===== src/rtl/mf_pkg.sv =====
package mf_pkg;
  localparam int unsigned SyncStages = 2;
endpackage


===== src/rtl/mf_sync.sv =====
module mf_sync #(
  parameter int unsigned Stages = 2,
  parameter logic        RstVal = 1'b1
) (
  input  logic clk_i,
  input  logic rst_ni,
  input  logic d_i,
  output logic q_o
);
  logic [Stages-1:0] pipe_q;

  for (genvar g = 0; g < Stages; g++) begin : g_stage
    if (g == 0) begin : g_first
      always_ff @(posedge clk_i or negedge rst_ni)
        if (!rst_ni) pipe_q[g] <= RstVal;
        else         pipe_q[g] <= d_i;
    end else begin : g_next
      always_ff @(posedge clk_i or negedge rst_ni)
        if (!rst_ni) pipe_q[g] <= RstVal;
        else         pipe_q[g] <= pipe_q[g-1];
    end
  end

  assign q_o = pipe_q[Stages-1];
endmodule


===== src/rtl/mf_enable_ctl.sv =====
module mf_enable_ctl (
  input  logic clk_i,
  input  logic rst_ni,
  input  logic fault_evt_i,
  input  logic en_cmd_i,
  input  logic dis_cmd_i,
  output logic en_o
);
  logic en_q;

  // fault beats disable beats enable
  always_ff @(posedge clk_i or negedge rst_ni)
    if (!rst_ni)          en_q <= 1'b0;
    else if (fault_evt_i) en_q <= 1'b0;
    else if (dis_cmd_i)   en_q <= 1'b0;
    else if (en_cmd_i)    en_q <= 1'b1;

  assign en_o = en_q;

  AST_DIS_WINS: assert property (@(posedge clk_i) disable iff (!rst_ni)
    dis_cmd_i |=> !en_q);
  AST_STAYS_OFF: assert property (@(posedge clk_i) disable iff (!rst_ni)
    (!en_q && !en_cmd_i) |=> !en_q);
endmodule


===== src/rtl/mf_fault_flag.sv =====
module mf_fault_flag (
  input  logic clk_i,
  input  logic rst_ni,
  input  logic fault_evt_i,
  input  logic status_rd_i,
  output logic fault_o
);
  logic fault_q;

  always_ff @(posedge clk_i or negedge rst_ni)
    if (!rst_ni)          fault_q <= 1'b0;
    else if (fault_evt_i) fault_q <= 1'b1;
    else if (status_rd_i) fault_q <= 1'b0;

  assign fault_o = fault_q;

  AST_RD_CLEARS: assert property (@(posedge clk_i) disable iff (!rst_ni)
    (status_rd_i && !fault_evt_i) |=> !fault_q);
  AST_STICKY: assert property (@(posedge clk_i) disable iff (!rst_ni)
    (fault_q && !status_rd_i) |=> fault_q);
  AST_EVT_WINS_RD: assert property (@(posedge clk_i) disable iff (!rst_ni)
    (fault_evt_i && status_rd_i) |=> fault_q);
endmodule


===== src/rtl/spi_modefault_guard.sv =====
module spi_modefault_guard
  import mf_pkg::*;
(
  input  logic clk_i,
  input  logic rst_ni,
  input  logic master_mode_i,
  input  logic sel_ni,
  input  logic en_cmd_i,
  input  logic dis_cmd_i,
  input  logic status_rd_i,
  input  logic cfg_wr_i,
  input  logic cfg_det_off_i,
  output logic en_o,
  output logic fault_o
);
  logic sel_s, det_off_q, fault_evt, en_w, fault_w;

  mf_sync #(.Stages(SyncStages), .RstVal(1'b1)) i_sync (
    .clk_i, .rst_ni, .d_i(sel_ni), .q_o(sel_s)
  );

  always_ff @(posedge clk_i or negedge rst_ni)
    if (!rst_ni)       det_off_q <= 1'b0;
    else if (cfg_wr_i) det_off_q <= cfg_det_off_i;

  assign fault_evt = master_mode_i & en_w & ~det_off_q & ~sel_s;

  mf_enable_ctl i_en (
    .clk_i, .rst_ni, .fault_evt_i(fault_evt),
    .en_cmd_i, .dis_cmd_i, .en_o(en_w)
  );

  mf_fault_flag i_flag (
    .clk_i, .rst_ni, .fault_evt_i(fault_evt),
    .status_rd_i, .fault_o(fault_w)
  );

  assign en_o    = en_w;
  assign fault_o = fault_w;

  AST_FAULT_KILLS_EN: assert property (@(posedge clk_i) disable iff (!rst_ni)
    $rose(fault_w) |-> !en_w);
  AST_SLAVE_NO_FAULT: assert property (@(posedge clk_i) disable iff (!rst_ni)
    (!master_mode_i && !fault_w) |=> !fault_w);
  AST_DET_OFF_QUIET: assert property (@(posedge clk_i) disable iff (!rst_ni)
    (det_off_q && !fault_w) |=> !fault_w);
  AST_SEL_HIGH_QUIET: assert property (@(posedge clk_i) disable iff (!rst_ni)
    (sel_s && !fault_w) |=> !fault_w);
endmodule


===== config.mk =====
export PLATFORM = sky130hd
export DESIGN_NAME = spi_modefault_guard
export DESIGN_NICKNAME = d
export VERILOG_FILES = /design/src/rtl/mf_pkg.sv /design/src/rtl/mf_sync.sv /design/src/rtl/mf_enable_ctl.sv /design/src/rtl/mf_fault_flag.sv /design/src/rtl/spi_modefault_guard.sv
export SDC_FILE = /design/constraint.sdc
export NUM_CORES = 1
export LEC_CHECK = 0
export ABC_CLOCK_PERIOD_IN_PS = 1140
export BUFFER_PORTS_ARGS = -buffer_cell sky130_fd_sc_hd__clkbuf_2
export CAP_MARGIN = 20
export CELL_PAD_IN_SITES_DETAIL_PLACEMENT = 1
export CELL_PAD_IN_SITES_GLOBAL_PLACEMENT = 2
export CORE_AREA = 2 2 39 41
export DETAILED_ROUTE_END_ITERATION = 12
export DIE_AREA = 0 0 41 43
export PLACE_DENSITY = 0.43
export SLEW_MARGIN = 10
export SYNTH_ARGS = -nofsm -noshare
export SYNTH_HDL_FRONTEND = slang
export SYNTH_SLANG_ARGS = --single-unit

===== constraint.sdc =====
create_clock -name clk_i -period 1.14 [get_ports clk_i]
set_input_delay 0 -clock clk_i [delete_from_list [all_inputs] [get_ports clk_i]]
set_output_delay 0 -clock clk_i [all_outputs]
set_load 0.01 [all_outputs]

Yosys cells after proc, flatten, opt, wreduce, memory -nomap -nowiden:

Index checks and enable logic that the tools add are counted.

* output and inout port bits: 2
* input port bits: 9
* logic and storage cells: 17
* bits in registers: 5

* muxes and demuxes: 5
* reduce and logical (&&, ||, !) cells: 2
* bitwise logic cells: 5

Operator list (count)
* $mux W1: 5
* $and A1 B1 Y1: 3
* $reduce_bool A3 Y1: 1
* $not A1 Y1: 2
* $reduce_bool A2 Y1: 1

Longest topological paths before layout:

* depth in word-level cells: 4
* gate-level depth with buffers: 2
* mapped depth without buffers: 2

Modules after synthesis:

Synthesis repeated with hierarchy kept, for this count alone.

* cell total of the unflattened synthesis: 11
* area, all modules: 180.2 µm²

Modules (own cells, without submodules)
* mf_sync: area each 52.6 µm², instances 1, cells an instance 2, sequential area each 52.6 µm²
* spi_modefault_guard: area each 52.6 µm², instances 1, cells an instance 3, sequential area each 25.0 µm²
* mf_enable_ctl: area each 38.8 µm², instances 1, cells an instance 3, sequential area each 25.0 µm²
* mf_fault_flag: area each 36.3 µm², instances 1, cells an instance 3, sequential area each 25.0 µm²

Worst setup path after synthesis:

No wires, ideal clock.

* kind: reg-to-reg
* from: register i_sync.pipe_q[1] (netlist: i_sync.q_o)
* to: register i_flag.fault_q (netlist: i_flag.fault_o)
* period minus slack after synthesis: 0.893 ns
* path buffers: 0
* library setup time: 0.121 ns
* setup slack: 0.247 ns
* data required time: 1.019 ns
* arrival time: 0.772 ns
* stages on the path, launching flop included: 3
* path through: dfstp_2 -> nor2_1 -> a32o_2

* word-level cells in the longest chain between the ends: 3
* elaborated cells between the ends (all ways): 4
* classes of those cells: 1 x mux; 2 x bitwise; 1 x reduce/logical

Ends and longest elaborated chain
* start, declared: RTL line mf_sync.sv:10 `logic [Stages-1:0] pipe_q;`
* start signal, assigned by index: RTL line mf_sync.sv:19 `if (!rst_ni) pipe_q[g] <= RstVal;`
* start signal, assigned by index: RTL line mf_sync.sv:20 `else pipe_q[g] <= pipe_q[g-1];`
* $not A1 Y1 (*): RTL line spi_modefault_guard.sv:26 `assign fault_evt = master_mode_i & en_w & ~det_off_q & ~sel_s;`
* $and A1 B1 Y1 (*): RTL line spi_modefault_guard.sv:26
* $mux W1 / $reduce_bool A2 Y1 (equally long branches)
* end signal, assigned: RTL line mf_fault_flag.sv:11 `if (!rst_ni) fault_q <= 1'b0;`
* end signal, assigned: RTL line mf_fault_flag.sv:12 `else if (fault_evt_i) fault_q <= 1'b1;`
* end signal, assigned: RTL line mf_fault_flag.sv:13 `else if (status_rd_i) fault_q <= 1'b0;`
* end, declared: RTL line mf_fault_flag.sv:8 `logic fault_q;`

Mark *: on every way between the ends. The rest lies on a longest branch, timed or not.
A chain may end at the register's enable or synchronous reset.

Worst setup path after layout:

Ends and elaborated chain as after synthesis.

==> qor.yml <==
grt_pass1_wl_um: 593
synth_largest_area_cell: "dfrtp_1"
cts_buffers: 3
syn_to_final_growth_pct: 91.9
drive_gt1_frac: 0.516
met1_usage: 0.0426
p_leak_nw: 0.164
clk_pin_slew_ns: 0.04
rows: 14
clock_skew_ns: 0.00181
use_met2: 0.0750
seq_area_frac_synth: 0.750
grt_max_degree: 6
timing.reg2reg.setup_slack_ns: 0.22
critPathSlowestCell: "dfstp_2"
placed_area_um2: 240
worstPathCellList: "nor2_1 -> a32o_2"
synth_fp_nets: 20
first_global_vias: 169
yosysWarnings: 0
die_w_um: 41
slew_headroom: 0.852
r2r_start: "i_sync.q_o"
io_buffer_count: 10
cp.required_ns: 1.26
peakVddDrop_uv: 466
antenna_cells: 0
mostFrequentLayoutCells: "clkbuf_2 (10), dlygate4sd3_1 (6), clkbuf_4 (3), dfrtp_1 (3)"
synthTopCellsByArea: "dfrtp_1 (44%), dfstp_2 (31%), a32o_2 (6.6%), mux2_1 (6.6%), a311oi_1 (5.1%)"
routed_wirelength_um: 382
clk_path_buf_depth: 2
stdcell_area_um2: 327
critPathMaxStageDelay_ns: 0.51
path_buf_inv: 0
synth.avg_cell_area_um2: 15.5
hold_viol: 0
status: "complete, no violations"
post-place-ws_ns: 0.194
critPathLaunch: "i_sync.q_o"
dp.cells: 37
initial_utilization: 0.123
rr_worst_depth: 2
root_buffer: "clkbuf_4"
crit_family: "flip-flops"
cp-start-kind: "flop"
path_max_fanout: 2
die_h_um: 43
cts_htree_levels: 1
r2r_end: "i_flag.fault_o"
first_iter_violations: 1
vias: 162
instances_no_fill: 47
cts_tree: "done"
drc: 0
first_pass_iters: 2
synth_cell_types: 7
max_cap_viol_count: 0
grt_use_met3: 0.0628
rsz0062_at_grt: "false"
overflow: 0
min_period_over_period: 0.804
power_density_nw_per_um2: 1380
coreArea_um2: 1380
power_mw: 0.450
layout_commonest_cell: "clkbuf_2"
clock_sinks: 5
clock_latency_ns: 0.24
top_usage_layer: "met2"
synth_area_um2: 170
crit_path_end: "i_flag.fault_o"
final_max_slew_viol_count: 0
antenna_left: 0
fmax_mhz: 1090
antenna_found_initial: 0
worst_slack_ns: 0.223
synth_cells: 11
nets: 41
yosys.area.top_type_share: 0.441
setup-violations-final: 0
hp-class: "in -> reg"
grt.total_usage: 0.0586
worst_pin_slew_ns: 0.220
vias_per_cell: 3.45
path_class: "reg -> reg"
endpoint_kind: "flop"
synth_seq_cells: 5
place_congestion: 0.540
path_depth: 2
setup_tns_ns: 0
arrival_ns: 1.04
postCtsSetupBuffers: 0
post_drt_wl_per_cell_um: 8.13
fin_crit_ns: 0.917
dieArea_um2: 1760
ios: 11
-- tightest hold or removal path: stages --
cell and delay [ns]:
clkbuf_2 0.08, nor2_1 0.08, a311oi_1 0.06
-- cells by family after synthesis --
family          count (synthesis)  share of synthesized area
flops                           5                      0.750
compound gates                  2                      0.118
simple gates                    2                     0.0441
buf+inv                         1                     0.0220
mux                             1                     0.0662
-- report_power, final --
group	internal (mW)	switching, mW
clock	0.132	0.0687
sequential	0.193	0.00671
combinational	0.0325	0.0175
-- state kept, by name, summed over array words and instances, names as in the netlist --
name,flops
i_sync.pipe_q,1
det_off_q,1
i_flag.fault_o,1
i_sync.q_o,1
i_en.en_o,1
-- stage by stage --
step           hold WS, ns  utilization
2_1_floorplan       -0.296            -
3_3_place_gp        -0.180        0.174
3_5_place_dp        -0.177        0.174
4_1_cts             0.0195        0.236
5_1_grt             0.0266        0.236
6_report            0.0187        0.236
-- routing by layer --
metal  up-vias  wire [um]
li1         79          -
met1        70        148
met2        13        164
met3         0         69
met4         0          0
met5         -          0
-- worst min-delay path by stage --
| stage | from | end | cells after the start |
|---|---|---|---|
| 2_1_floorplan | rst_ni | det_off_q | 0 |
| 3_3_place_gp | rst_ni | det_off_q | 1 |
| 3_5_place_dp | rst_ni | det_off_q | 1 |
| 4_1_cts | en_cmd_i | i_en.en_o | 3 |
| 5_1_grt | en_cmd_i | i_en.en_o | 3 |
| 6_report | en_cmd_i | i_en.en_o | 3 |
-- Yosys cell counts --
master    instances
dfrtp_1           3
dfstp_2           2
nor2_1            2
a311oi_1          1
a32o_2            1
inv_1             1
mux2_1            1
-- cell type report --
class,count,area [um2]
inverters,1,3.75
repair buffers,16,110
multi-input cells,5,38.8
well taps,16,20.0
fillers,163,1060
clock buffers,4,26.3
flip-flops and latches,5,128
-- timing repair --
action	in CTS	in global routing
hold endpoints to repair	8	0
endpoints found under the setup margin	0	0
hold buffers	6	0
resized for setup	0	0
Power figures use the tool's default switching activity.
